### config.mk
export PLATFORM = sky130hd
export DESIGN_NAME = dbb_bringup_seq
export DESIGN_NICKNAME = d
export VERILOG_FILES = /design/src/rtl/dbb_pkg.sv /design/src/rtl/dbb_us_tick.sv /design/src/rtl/dbb_wait_timer.sv /design/src/rtl/dbb_step_gen.sv /design/src/rtl/dbb_bringup_seq.sv
export SDC_FILE = /design/constraint.sdc
export NUM_CORES = 1
export LEC_CHECK = 0
export BUFFER_PORTS_ARGS = -buffer_cell sky130_fd_sc_hd__buf_2
export CORE_AREA = 2 2 120 122
export DETAILED_ROUTE_END_ITERATION = 16
export DIE_AREA = 0 0 122 124
export PLACE_DENSITY = 0.85
export SETUP_SLACK_MARGIN = 0.15
export SLEW_MARGIN = 25
export SYNTH_ARGS = -nofsm -noshare
export SYNTH_HDL_FRONTEND = slang
export SYNTH_SLANG_ARGS = --single-unit
### constraint.sdc
create_clock -name clk -period 6.1 [get_ports clk]
set_input_delay 0 -clock clk [delete_from_list [all_inputs] [get_ports clk]]
set_output_delay 0 -clock clk [all_outputs]
set_load 0.02 [all_outputs]
### src/rtl/dbb_pkg.sv
package dbb_pkg;

  localparam int AW = 8;
  localparam int DW = 16;
  localparam int NSTEPS = 17;
  localparam int SW = $clog2(NSTEPS);

  // register addresses on the bridge
  localparam logic [AW-1:0] A_ID     = 8'hB0;
  localparam logic [AW-1:0] A_SYNC   = 8'hB1;
  localparam logic [AW-1:0] A_BACK   = 8'hB2;
  localparam logic [AW-1:0] A_FRONT  = 8'hB3;
  localparam logic [AW-1:0] A_HACT   = 8'hB4;
  localparam logic [AW-1:0] A_VACT   = 8'hB5;
  localparam logic [AW-1:0] A_FMT    = 8'hB6;
  localparam logic [AW-1:0] A_CFG    = 8'hB7;
  localparam logic [AW-1:0] A_VCH    = 8'hB8;
  localparam logic [AW-1:0] A_PLLON  = 8'hB9;
  localparam logic [AW-1:0] A_PLLW   = 8'hBA;
  localparam logic [AW-1:0] A_CKDIV  = 8'hBB;
  localparam logic [AW-1:0] A_PKTLEN = 8'hBC;
  localparam logic [AW-1:0] A_PAYLD  = 8'hBF;
  localparam logic [AW-1:0] A_LANES  = 8'hDE;

  localparam logic [DW-1:0] ID_WORD = 16'h2828;
  localparam logic [DW-1:0] CFG_POR = 16'h0301;

  // configuration bit positions
  localparam int CB_HSDATA = 0;
  localparam int CB_CLKHS  = 1;
  localparam int CB_VIDEO  = 3;
  localparam int CB_PCLK   = 5;
  localparam int CB_CMDONLY = 6;

  localparam logic [DW-1:0] BURST_MODE = 16'h0008;
  localparam logic [7:0] CMD_WAKE = 8'h11;
  localparam logic [7:0] CMD_SHOW = 8'h29;

  typedef enum logic [1:0] {
    W_NONE = 2'd0,
    W_LOCK = 2'd1,
    W_WAKE = 2'd2,
    W_SHOW = 2'd3
  } pause_e;

  typedef enum logic [3:0] {
    S_IDLE  = 4'd0,
    S_RSTLO = 4'd1,
    S_RSTHI = 4'd2,
    S_RDID  = 4'd3,
    S_RDCFG = 4'd4,
    S_WR    = 4'd5,
    S_PAUSE = 4'd6,
    S_DONE  = 4'd7,
    S_ERR   = 4'd8
  } state_e;

  typedef struct packed {
    logic [AW-1:0] addr;
    logic [DW-1:0] data;
    pause_e        pause;
    logic          last;
  } step_t;

endpackage

### src/rtl/dbb_us_tick.sv
module dbb_us_tick #(
  parameter int CYC_PER_US = 100
) (
  input  logic clk,
  input  logic rst_n,
  input  logic clr,
  output logic tick
);
  localparam int CW = (CYC_PER_US > 1) ? $clog2(CYC_PER_US) : 1;

  generate
    if (CYC_PER_US <= 1) begin : g_every
      logic unused_q;
      always_ff @(posedge clk or negedge rst_n) begin
        if (!rst_n) unused_q <= 1'b0;
        else        unused_q <= clr;
      end
      assign tick = 1'b1;
    end else begin : g_count
      localparam logic [CW-1:0] LAST = CW'(CYC_PER_US - 1);
      logic [CW-1:0] cnt_q, cnt_d;
      logic          wrap;
      assign wrap = (cnt_q == LAST);
      always_comb begin
        cnt_d = cnt_q;
        if (clr)       cnt_d = '0;
        else if (wrap) cnt_d = '0;
        else           cnt_d = cnt_q + 1'b1;
      end
      always_ff @(posedge clk or negedge rst_n) begin
        if (!rst_n) cnt_q <= '0;
        else        cnt_q <= cnt_d;
      end
      assign tick = wrap && !clr;
    end
  endgenerate
endmodule

### src/rtl/dbb_wait_timer.sv
module dbb_wait_timer #(
  parameter int TW = 32
) (
  input  logic          clk,
  input  logic          rst_n,
  input  logic          load,
  input  logic [TW-1:0] load_val,
  input  logic          tick,
  output logic          zero
);
  logic [TW-1:0] rem_q, rem_d;
  logic          rem_en;

  assign zero   = (rem_q == '0);
  assign rem_en = load || (tick && !zero);

  always_comb begin
    if (load) rem_d = load_val;
    else      rem_d = rem_q - 1'b1;
  end

  always_ff @(posedge clk or negedge rst_n) begin
    if (!rst_n)      rem_q <= '0;
    else if (rem_en) rem_q <= rem_d;
  end
endmodule

### src/rtl/dbb_step_gen.sv
module dbb_step_gen
  import dbb_pkg::*;
(
  input  logic [SW-1:0] idx,
  input  logic          pclk_ref,
  input  logic [7:0]    vsync_len,
  input  logic [7:0]    hsync_len,
  input  logic [7:0]    vbp,
  input  logic [7:0]    hbp,
  input  logic [7:0]    vfp,
  input  logic [7:0]    hfp,
  input  logic [15:0]   h_active,
  input  logic [15:0]   v_active,
  input  logic [1:0]    pix_fmt,
  input  logic [2:0]    lanes,
  input  logic [15:0]   pll_word,
  input  logic [15:0]   lp_div,
  output step_t         step
);
  logic [DW-1:0] cfg_lp;
  logic [DW-1:0] cfg_hs;
  logic [7:0]    vtot;
  logic [7:0]    htot;
  logic [2:0]    lane_code;

  always_comb begin
    cfg_lp = CFG_POR;
    cfg_lp[CB_HSDATA]  = 1'b0;
    cfg_lp[CB_CLKHS]   = 1'b1;
    cfg_lp[CB_CMDONLY] = 1'b1;
    cfg_lp[CB_PCLK]    = pclk_ref;
    cfg_hs = cfg_lp;
    cfg_hs[CB_HSDATA]  = 1'b1;
    cfg_hs[CB_VIDEO]   = 1'b1;
  end

  assign vtot      = vsync_len + vbp;
  assign htot      = hsync_len + hbp;
  assign lane_code = lanes - 3'd1;

  always_comb begin
    step = '{addr: A_ID, data: '0, pause: W_NONE, last: 1'b0};
    case (idx)
      SW'(0):  begin step.addr = A_SYNC;   step.data = {vsync_len, hsync_len}; end
      SW'(1):  begin step.addr = A_BACK;   step.data = {vtot, htot}; end
      SW'(2):  begin step.addr = A_FRONT;  step.data = {vfp, hfp}; end
      SW'(3):  begin step.addr = A_HACT;   step.data = h_active; end
      SW'(4):  begin step.addr = A_VACT;   step.data = v_active; end
      SW'(5):  begin step.addr = A_FMT;    step.data = BURST_MODE | {14'd0, pix_fmt}; end
      SW'(6):  begin step.addr = A_LANES;  step.data = {13'd0, lane_code}; end
      SW'(7):  begin step.addr = A_CFG;    step.data = cfg_lp; end
      SW'(8):  begin step.addr = A_PLLW;   step.data = pll_word; end
      SW'(9):  begin step.addr = A_VCH;    step.data = '0; end
      SW'(10): begin step.addr = A_CKDIV;  step.data = lp_div; end
      SW'(11): begin step.addr = A_PLLON;  step.data = 16'd1; step.pause = W_LOCK; end
      SW'(12): begin step.addr = A_PKTLEN; step.data = 16'd1; end
      SW'(13): begin step.addr = A_PAYLD;  step.data = {8'd0, CMD_WAKE}; step.pause = W_WAKE; end
      SW'(14): begin step.addr = A_PKTLEN; step.data = 16'd1; end
      SW'(15): begin step.addr = A_PAYLD;  step.data = {8'd0, CMD_SHOW}; step.pause = W_SHOW; end
      SW'(16): begin step.addr = A_CFG;    step.data = cfg_hs; step.last = 1'b1; end
      default: step.last = 1'b1;
    endcase
  end
endmodule

### src/rtl/dbb_bringup_seq.sv
module dbb_bringup_seq
  import dbb_pkg::*;
#(
  parameter int CYC_PER_US = 100,
  parameter int US_PER_MS  = 1000,
  parameter int RESET_MS   = 10,
  parameter int LOCK_US    = 500,
  parameter int REF_W      = 20
) (
  input  logic             clk,
  input  logic             rst_n,
  input  logic             start,
  input  logic             rd_avail,
  input  logic [REF_W-1:0] ref_khz,
  input  logic [7:0]       vsync_len,
  input  logic [7:0]       hsync_len,
  input  logic [7:0]       vbp,
  input  logic [7:0]       hbp,
  input  logic [7:0]       vfp,
  input  logic [7:0]       hfp,
  input  logic [15:0]      h_active,
  input  logic [15:0]      v_active,
  input  logic [1:0]       pix_fmt,
  input  logic [2:0]       lanes,
  input  logic [15:0]      pll_word,
  input  logic [15:0]      lp_div,
  input  logic [7:0]       sleep_ms,
  input  logic [7:0]       on_ms,
  output logic             bridge_rst_n,
  output logic             acc_req,
  output logic             acc_rd,
  output logic [7:0]       acc_addr,
  output logic [15:0]      acc_wdata,
  input  logic             acc_ack,
  input  logic [15:0]      acc_rdata,
  output logic             done,
  output logic             error
);
  localparam int TW = 32;
  localparam logic [TW-1:0] RST_US  = TW'(RESET_MS * US_PER_MS);
  localparam logic [TW-1:0] LOCK_T  = TW'(LOCK_US);
  localparam logic [TW-1:0] MS_US   = TW'(US_PER_MS);

  state_e        state_q, state_d;
  logic [SW-1:0] step_q, step_d;
  logic          step_en;
  logic          tmr_load;
  logic [TW-1:0] tmr_val;
  logic          tmr_zero;
  logic          us_tick;
  step_t         cur;
  logic          pclk_ref;

  assign pclk_ref = (ref_khz == '0);

  dbb_us_tick #(.CYC_PER_US(CYC_PER_US)) u_tick (
    .clk(clk), .rst_n(rst_n), .clr(tmr_load), .tick(us_tick)
  );

  dbb_wait_timer #(.TW(TW)) u_tmr (
    .clk(clk), .rst_n(rst_n), .load(tmr_load), .load_val(tmr_val),
    .tick(us_tick), .zero(tmr_zero)
  );

  dbb_step_gen u_steps (
    .idx(step_q), .pclk_ref(pclk_ref),
    .vsync_len(vsync_len), .hsync_len(hsync_len), .vbp(vbp), .hbp(hbp),
    .vfp(vfp), .hfp(hfp), .h_active(h_active), .v_active(v_active),
    .pix_fmt(pix_fmt), .lanes(lanes), .pll_word(pll_word), .lp_div(lp_div),
    .step(cur)
  );

  // next-state logic
  always_comb begin
    state_d  = state_q;
    step_d   = step_q;
    step_en  = 1'b0;
    tmr_load = 1'b0;
    tmr_val  = '0;
    case (state_q)
      S_IDLE, S_DONE, S_ERR: begin
        if (start) begin
          state_d  = S_RSTLO;
          tmr_load = 1'b1;
          tmr_val  = RST_US;
        end
      end
      S_RSTLO: begin
        if (tmr_zero) begin
          state_d  = S_RSTHI;
          tmr_load = 1'b1;
          tmr_val  = RST_US;
        end
      end
      S_RSTHI: begin
        if (tmr_zero) begin
          step_en = 1'b1;
          step_d  = '0;
          state_d = rd_avail ? S_RDID : S_WR;
        end
      end
      S_RDID: begin
        if (acc_ack) state_d = (acc_rdata == ID_WORD) ? S_RDCFG : S_ERR;
      end
      S_RDCFG: begin
        if (acc_ack) state_d = (acc_rdata == CFG_POR) ? S_WR : S_ERR;
      end
      S_WR: begin
        if (acc_ack) begin
          step_en = 1'b1;
          step_d  = step_q + 1'b1;
          if (cur.last) begin
            state_d = S_DONE;
          end else if (cur.pause != W_NONE) begin
            state_d  = S_PAUSE;
            tmr_load = 1'b1;
            case (cur.pause)
              W_LOCK:  tmr_val = LOCK_T;
              W_WAKE:  tmr_val = TW'(sleep_ms) * MS_US;
              default: tmr_val = TW'(on_ms) * MS_US;
            endcase
          end
        end
      end
      S_PAUSE: begin
        if (tmr_zero) state_d = S_WR;
      end
      default: state_d = S_IDLE;
    endcase
  end

  always_ff @(posedge clk or negedge rst_n) begin
    if (!rst_n) begin
      state_q <= S_IDLE;
      step_q  <= '0;
    end else begin
      state_q <= state_d;
      if (step_en) step_q <= step_d;
    end
  end

  // outputs
  always_comb begin
    acc_req   = 1'b0;
    acc_rd    = 1'b0;
    acc_addr  = '0;
    acc_wdata = '0;
    case (state_q)
      S_RDID:  begin acc_req = 1'b1; acc_rd = 1'b1; acc_addr = A_ID; end
      S_RDCFG: begin acc_req = 1'b1; acc_rd = 1'b1; acc_addr = A_CFG; end
      S_WR:    begin acc_req = 1'b1; acc_addr = cur.addr; acc_wdata = cur.data; end
      default: ;
    endcase
  end

  assign bridge_rst_n = (state_q != S_RSTLO);
  assign done         = (state_q == S_DONE);
  assign error        = (state_q == S_ERR);

endmodule

==> Yosys cells after proc, flatten, opt, wreduce, memory -nomap -nowiden <==
Cells that the tools add are included.
{ "totals": {"register_bits": 48, "inputBits": 174, "output_inout_bits": 29, "wordCells": 108} }
{ "op_classes": {"n_addsub": 6, "n_mul": 2, "n_eq_ne": 38, "mux": 40, "reduce_logical": 18} }
{ "ops": {"columns": ["op", "count"], "rows": [
  ["$pmux 23 s16", 1],
  ["$mux 18", 3],
  ["$pmux 18 s3", 1],
  ["$mux 4", 11],
  ["$eq 5x4->1 const B", 8],
  ["$pmux 18 s2", 1],
  ["$logic_not 32->1", 1],
  ["$mux 32", 1],
  ["$sub 32x1->32 const B", 1],
  ["$mul 8x7->15 const B", 2],
  ["$mux 14", 2],
  ["$pmux 4 s7", 1],
  ["$pmux 8 s3", 1],
  ["$eq 5x3->1 const B", 4],
  ["$logic_not 20->1", 1],
  ["$add 8x8->8", 2],
  ["$eq 16x10->1 const B", 1],
  ["$eq 16x14->1 const B", 1],
  ["$eq 4x3->1 const B", 4],
  ["$mux 16", 1],
  ["$reduce_or 16->1", 1],
  ["$mux 7", 2],
  ["$eq 5x2->1 const B", 2],
  ["$mux 5", 2],
  ["other kinds (31)", 49]
]} }

==> Depth between registers and ports, before layout <==
Gate-level depths: netlist of the first run.
{ "logic_depth": {"word_depth": 11, "depth_mapped": 15, "ltp_nobuf": 15} }

==> By module <==
A second synthesis of the first run with hierarchy kept.
{ "hier_totals": {"cells_unflattened": 986, "hier_area_um2": 8036.5} }
{ "by_module_without_submodules": {"columns": ["module", "n_inst", "cells_per_inst", "area_per_inst_um2", "seq_area_each_um2"], "rows": [
  ["dbb_bringup_seq", 1, 491, 4021.4, 225.2],
  ["dbb_wait_timer", 1, 230, 2085.8, 800.8],
  ["dbb_step_gen", 1, 234, 1609.0, 0.0],
  ["dbb_us_tick", 1, 31, 320.3, 175.2]
]} }

==> Worst setup path before layout of the first run <==
OpenSTA, ideal clock, no wires.
{ "synth_path": {"path_type": "input to register", "start": "input on_ms[0]", "end": "register u_tmr.rem_q[14]", "setup_ps": 120, "t_arrival_ps": 3656, "setup_slack_ps": 2324, "stages": 14, "path_cell_list": "fa_1 > inv_1 > fa_1 > fa_1 > fa_1 > inv_1 > ha_1 > nor2_1 > a211oi_1 > or2_2 > a41oi_1 > mux2i_1 > o21ai_0 > o211a_1"} }
{ "synth_between": {"elab_chain_len": 7} }
{ "synth_rtl": {"columns": ["item", "line", "text"], "rows": [
  ["start: declaration", "dbb_bringup_seq.sv:28", "input logic [7:0] on_ms,"],
  ["$mul 8x7->15", "dbb_bringup_seq.sv:120", "default: tmr_val = TW'(on_ms) * MS_US;"],
  ["$pmux 18 s2", "dbb_bringup_seq.sv:117", "case (cur.pause)"],
  ["$mux 18", "dbb_bringup_seq.sv:114", "end else if (cur.pause != W_NONE) begin"],
  ["$mux 18", "dbb_bringup_seq.sv:112", "if (cur.last) begin"],
  ["$mux 18", "dbb_bringup_seq.sv:109", "if (acc_ack) begin"],
  ["$pmux 18 s3", "dbb_bringup_seq.sv:80", "case (state_q)"],
  ["$mux 32", "dbb_wait_timer.sv:18", "if (load) rem_d = load_val;"],
  ["end signal: assignment", "dbb_wait_timer.sv:24", "else if (rem_en) rem_q <= rem_d;"],
  ["end: declaration", "dbb_wait_timer.sv:11", "logic [TW-1:0] rem_q, rem_d;"]
]} }
No other way between the ends.
A chain may end at the register's enable or synchronous reset.

==> Final worst setup path of the first run <==
{ "layout_path": {"start": "register step_q[0]", "end": "register u_tmr.rem_q[9]"} }
{ "layout_between": {"elab_chain_len": 11, "elab_cells_between_ends": 35, "cone_classes": "17 x eq/ne; 11 x mux; 7 x reduce/logical"} }
{ "layout_rtl": {"columns": ["item", "line", "text"], "rows": [
  ["start: declaration", "dbb_bringup_seq.sv:45", "logic [SW-1:0] step_q, step_d;"],
  ["start signal: assignment", "dbb_bringup_seq.sv:138", "if (step_en) step_q <= step_d;"],
  ["parallel branches: the longest is 11 deep, another holds $mux 32", null, null]
]} }
Parallel ways; which one is timed is not known.

==> flow_summary.json, run 1 <==
{
  "syn_area_per_cell_um2": 8.35,
  "first_global_vias": 7239,
  "grt_pass1_wl_um": 34200,
  "place_area_mm2": 0.00867,
  "async_flop_share_pct": 100,
  "slew_headroom_pct": 43.3,
  "viasPerCell": 6.01,
  "core_mm2": 0.0137,
  "end_kind": "flop",
  "grt_use_met1_pct": 36.1,
  "clockBufferDepth": 2,
  "wl_um": 21700,
  "drt_first_iter_violations": 632,
  "drt.antenna.violating_nets": 0,
  "crit_fanout": 22,
  "drc": 0,
  "postCtsSetupBuffers": 0,
  "vias": 7623,
  "synth_cell_types": 77,
  "tritoncts": "done",
  "yosys_warnings": 0,
  "start_kind": "flop",
  "maxCapViolations": 0,
  "tns_ps": 0,
  "ios": 203,
  "worst-endpoint-required_ps": 6260,
  "clock_sinks": 48,
  "netlist.area_leader.share_pct": 16.7,
  "setup_slack_ps": 2250,
  "wl_per_cell_um": 17.1,
  "timing.final.crit_share_pct": 63.1,
  "synthTopCellsByArea": "ha_1 17%, dfrtp_1 16%, fa_1 12%, inv_1 4.8%, nor2_1 4.7%",
  "fin_crit_ps": 3850,
  "synth_area_mm2": 0.00751,
  "hpwl_um": 17900,
  "status": "completed",
  "hold_viol": 0,
  "mostFrequentLayoutCells": "202 x buf_2, 100 x ha_1, 96 x inv_1, 92 x nor2_1, 58 x nand2_1",
  "final_cell_area_mm2": 0.00885,
  "path_clk_slew_ps": 70,
  "row_count": 43,
  "setup_violations": 0,
  "antenna-diode-count": 0,
  "synthFlopType": "dfrtp_1",
  "fmax_mhz": 260,
  "cts_root_buffer": "clkbuf_16",
  "power_mw": 2.74,
  "grt_max_degree": 49,
  "finClkSkew_ps": 10.5,
  "p_per_area_mw_per_mm2": 310,
  "worst_hold_slack_ps": 30.2,
  "worstMarginPinSlew_ps": 844,
  "htreeDepth": 2,
  "ff2ff_setup_slack_ps": 2250,
  "yosysSeqAreaShare_pct": 16.0,
  "layout_commonest_cell": "buf_2",
  "met3_usage_pct": 4.49,
  "die-height_um": 124,
  "grtUsageTotal_pct": 27.9,
  "cts_made_buffers": 5,
  "yosys.area.top_type": "ha_1",
  "nNetsFinal": 1406,
  "top_usage_layer": "met2",
  "hp-class": "in -> reg",
  "crit_arrival_ps": 4010,
  "drive_gt1_share_pct": 22.5,
  "p_leak_nw": 4.41,
  "use_met2_pct": 48.3,
  "initial_utilization_pct": 54.7,
  "die_area_mm2": 0.0151,
  "finalMaxSlewViolations": 0,
  "synthCells": 899,
  "crit_type": "reg -> reg",
  "gp_congestion": 0.908,
  "synth.ff_latch_count": 48,
  "drtPass1Iterations": 6,
  "areaGrowthSynthToFinish_pct": 17.9,
  "grt-ovfl-total": 0,
  "antenna_found_initial": 0,
  "rsz0062_at_grt": "no",
  "die_w_um": 122,
  "vdd_drop_max_mv": 0.217,
  "numPortBuffers": 202,
  "syn_nets": 1218,
  "synth_edf_count": 0,
  "pre_cts_ws_ps": 1980,
  "clk_latency_ps": 290
}
==> critical path, cell delays in order (launching register included) <==
cell and delay (ps):
dfrtp_1 440, ha_1 410, and3_1 210, ha_1 200, a21o_1 150, inv_1 70, ha_1 200, nor4_1 680
a21oi_1 210, o31ai_4 260, buf_4 390, nor2_1 200, o21ai_0 200, o21ai_1 90
==> state kept, by name (all words and copies together) (netlist names) <==
| register | cells |
|---|---|
| step_q | 5 |
| u_tick.g_count.cnt_q | 7 |
| u_tmr.rem_q | 32 |
| state_q | 4 |
==> per-stage QoR <==
step | cells | util [%]
3_5_place_dp | 1259 | 63.2
3_3_place_gp | 1259 | 63.2
2_1_floorplan | 899 | -
4_1_cts | 1268 | 64.5
6_report | 1268 | 64.5
5_1_grt | 1268 | 64.5
==> routing by layer <==
metal | vias to the layer above | share of wire (%)
met4 | 0 | 2.1
met2 | 335 | 50
met5 | - | 0
li1 | 3632 | -
met3 | 35 | 7.0
met1 | 3621 | 41
==> area by class of cell <==
cell class | count | area (um2)
inverter | 97 | 364
clock buffer | 5 | 125
fill | 1153 | 4870
tap | 180 | 225
multi-input combinational | 722 | 5790
sequential | 48 | 1200
clock inverter | 3 | 46.3
timing repair buffer | 213 | 1100
==> power by group <==
| part | internal [mW] | total, mW | switching (mW) |
|---|---|---|---|
| combinational | 0.828 | 1.98 | 1.15 |
| clock | 0.195 | 0.321 | 0.126 |
| sequential | 0.358 | 0.442 | 0.0831 |
==> cells in the mapped netlist, drive strengths merged (5+ instances only) <==
cell    instances
o21ai          41
or3             7
dfrtp          48
a221oi         20
xnor2          36
clkbuf         20
o21a            6
nor2           94
a22oi          24
ha            100
a21oi          46
a22o            9
nor3           25
nand4           7
nand2          58
a21o           14
nor4           14
o22ai           5
nand2b         13
inv            96
xor2           19
a211oi          9
nor2b           8
o31ai           5
a222oi          6
a31oi          28
buf            12
and3            8
nand3          12
fa             45
==> kinds of logic (layout without fill, tap and decap cells) <==
logic type | Yosys count | after routing | share of synthesized area, %
multiplexers | 3 | 3 | 0.417
flip-flops | 48 | 48 | 16.0
AND/OR/NAND/NOR | 270 | 270 | 18.6
buffers and inverters | 129 | 318 | 7.00
XOR/XNOR | 55 | 55 | 6.42
adder cells (fa/ha/maj) | 145 | 145 | 28.7
AO/OA/AOI/OAI | 249 | 249 | 22.9
==> worst paths after layout <==
path,startpoint,depth (start not counted),endpoint
hold / removal,acc_ack,3,u_tmr.rem_q[2]$_DFFE_PN0P_
min in group asynchronous,rst_n,3,u_tmr.rem_q[12]$_DFFE_PN0P_
setup reg to reg,step_q[0]$_DFFE_PN0P_,13,u_tmr.rem_q[9]$_DFFE_PN0P_
hold reg to reg,u_tick.g_count.cnt_q[0]$_DFF_PN0_,1,u_tick.g_count.cnt_q[0]$_DFF_PN0_
setup / recovery,step_q[0]$_DFFE_PN0P_,13,u_tmr.rem_q[9]$_DFFE_PN0P_
max in group asynchronous,rst_n,3,step_q[1]$_DFFE_PN0P_
==> timing repair <==
item	4_1_cts	5_1_grt
gates resized for setup	0	0
setup endpoints to repair	0	0
hold endpoints to repair	48	0
hold buffers	1	0
Power figures use the tool's default switching activity.
==> run 2: changes to the inputs <==
--- a/config.mk
+++ b/config.mk
@@ -6,10 +6,10 @@
 export NUM_CORES = 1
 export LEC_CHECK = 0
 export BUFFER_PORTS_ARGS = -buffer_cell sky130_fd_sc_hd__buf_2
-export CORE_AREA = 2 2 120 122
+export CORE_AREA = 2 2 126 128
 export DETAILED_ROUTE_END_ITERATION = 16
-export DIE_AREA = 0 0 122 124
-export PLACE_DENSITY = 0.85
+export DIE_AREA = 0 0 128 130
+export PLACE_DENSITY = 0.82
 export SETUP_SLACK_MARGIN = 0.15
 export SLEW_MARGIN = 25
 export SYNTH_ARGS = -nofsm -noshare
==> constraint.sdc (replaced) <==
create_clock -name clk -period 3.13 [get_ports clk]
set_input_delay 0 -clock clk [delete_from_list [all_inputs] [get_ports clk]]
set_output_delay 0 -clock clk [all_outputs]
set_load 0.02 [all_outputs]
==> run 2 against run 1 <==
Net effect: largest cell class unchanged; via count up 7.0%; sequential power is 89% higher; first-iteration DRC count rose by 31%; critical path depth rose by 2; largest power group unchanged; worst hold slack worse by 8.1 ps; the run now ends with setup timing left; cell count increased by 8.0%; highest routed layer unchanged; wire length grew 10%; clock power grew 120%.
==> flow_summary.json, run 2 (synthesis gave the netlist of run 1 again) <==
{
  "status": "complete, but fails checks",
  "violations": "setup timing",
  "vdd_drop_max_mv": 0.567,
  "initial_utilization_pct": 48.7,
  "crit_slowest_cell": "fa_1",
  "die-height_um": 130,
  "clockBufferDepth": 2,
  "mostFrequentLayoutCells": "197 x buf_2, 95 x buf_4, 88 x nor2_1, 86 x inv_1, 85 x ha_1",
  "die_area_mm2": 0.0166,
  "drt_first_iter_violations": 829,
  "htreeDepth": 2,
  "first_global_vias": 7458,
  "gp_congestion": 0.980,
  "path_clk_slew_ps": 70,
  "finClkSkew_ps": 12.1,
  "cpMostUsedCell": "fa_1",
  "drtPass1Iterations": 9,
  "p_per_area_mw_per_mm2": 694,
  "p_leak_nw": 4.93,
  "end_kind": "flop",
  "regMostFlops": "u_tmr.rem_q",
  "grt_max_degree": 49,
  "worst_hold_slack_ps": 22.1,
  "antenna_found_initial": 0,
  "fillers": 1215,
  "fin_util_pct": 65.3,
  "top_regs": "u_tmr.rem_q (32), u_tick.g_count.cnt_q (7), step_q (5)",
  "layout_commonest_cell": "buf_2",
  "grt_pass1_wl_um": 35700,
  "setup_violations": 9,
  "fmax_mhz": 295,
  "ff2ff_path_depth": 11,
  "largest_register_ffs": 32,
  "timing.final.crit_share_pct": 108,
  "crit_arrival_ps": 3570,
  "grt-ovfl-total": 0,
  "hpwl_um": 18800,
  "viasPerCell": 5.96,
  "core_mm2": 0.0154,
  "clock_sinks": 48,
  "final_cell_area_mm2": 0.0101,
  "vias": 8153,
  "tritoncts": "done",
  "crit_fanout": 3,
  "finalNonFillerCells": 1369,
  "numPortBuffers": 202,
  "finalMaxSlewViolations": 0,
  "areaGrowthSynthToFinish_pct": 34.3,
  "slew_headroom_pct": 39.9,
  "start_kind": "input port",
  "hp-class": "in -> reg",
  "setup_slack_ps": -255,
  "rsz0062_at_grt": "yes",
  "drt.antenna.violating_nets": 0,
  "wl_um": 24000,
  "cts_made_buffers": 5,
  "crit_type": "in -> reg",
  "die_w_um": 128,
  "maxCapViolations": 0,
  "grtUsageTotal_pct": 26.4,
  "nNetsFinal": 1495,
  "antenna-diode-count": 0,
  "fin_crit_ps": 3380,
  "dp_cells": 1354,
  "place_area_mm2": 0.00945,
  "drive_gt1_share_pct": 34.3,
  "worst-endpoint-required_ps": 3320,
  "cts_root_buffer": "clkbuf_16",
  "power_mw": 7.00,
  "hold_viol": 0,
  "worstMarginPinSlew_ps": 893,
  "ios": 203,
  "min_path_cells": 3,
  "worstPathCellList": "buf_2 > fa_1 > inv_1 > fa_1 > fa_2 > fa_1 > inv_2 > ha_4 > nor2_4 > a211oi_2 > or2_4 > a41oi_2 > mux2i_1 > o21ai_1 > o211a_1",
  "drc": 0,
  "wl_per_cell_um": 17.5,
  "max_stage_delay_ps": 560,
  "row_count": 46,
  "clk_latency_ps": 300
}
run 2: what timing repair did:
action | CTS | global route
pin swaps | 20 | 33
hold buffers | 1 | 0
endpoints found under the hold margin | 48 | 0
endpoints found under the setup margin | 12 | 34
setup buffers | 4 | 2
resized for setup | 37 | 44
gates cloned | 0 | 0
run 2: path summary, 6_finish.rpt:
path / start / end / slack, ps
hold reg to reg: u_tick.g_count.cnt_q[0]$_DFF_PN0_ / u_tick.g_count.cnt_q[0]$_DFF_PN0_ / 460
max in group asynchronous: rst_n / u_tmr.rem_q[3]$_DFFE_PN0P_ / 2410
setup reg to reg: step_q[1]$_DFFE_PN0P_ / u_tmr.rem_q[11]$_DFFE_PN0P_ / 250
min in group asynchronous: rst_n / u_tick.g_count.cnt_q[3]$_DFF_PN0_ / 280
hold / removal: acc_ack / step_q[0]$_DFFE_PN0P_ / 20
setup / recovery: on_ms[0] / u_tmr.rem_q[14]$_DFFE_PN0P_ / -250
run 2: metal layers:
metal / track usage, % / up-vias / routed length [um]
li1: - / 3800 / -
met1: 35.4 / 3898 / 9890
met2: 45.7 / 393 / 11700
met3: 2.17 / 62 / 1680
met4: 8.53 / 0 / 688
met5: 0 / - / 0
run 2: per-stage QoR:
| step | TNS, ps | setup WS [ps] |
|---|---|---|
| 6_report | -1590 | -255 |
| 5_1_grt | -3020 | -444 |
| 4_1_cts | -1060 | -253 |
| 3_5_place_dp | -5040 | -607 |
| 3_3_place_gp | -3850 | -503 |
| 2_1_floorplan | -1420 | -254 |
run 2: cell type report:
type / instances / area [um2] / area share [%]
timing repair buffer: 302 / 1840 / 18.2
multi-input combinational: 722 / 6240 / 61.9
sequential: 48 / 1200 / 11.9
clock buffer: 5 / 125 / 1.24
clock inverter: 3 / 68.8 / 0.683
tap: 192 / 240 / 2.38
inverter: 97 / 368 / 3.65
run 2: worst max-delay path: cells and delay by family:
| family | cells | cell delay (ps) |
|---|---|---|
| AOI/OAI and AO/OA | 4 | 490 |
| adders and majority gates | 5 | 2240 |
| buffers and inverters | 3 | 230 |
| muxes | 1 | 250 |
| and+or+nand+nor | 2 | 350 |
run 2: where the power goes:
part / switching [mW] / internal, mW / leakage [nW]
Combinational: 2.88 / 2.57 / 4.21
Sequential: 0.137 / 0.699 / 0.629
Clock: 0.251 / 0.461 / 0.0944
Total: 3.27 / 3.73 / 4.93
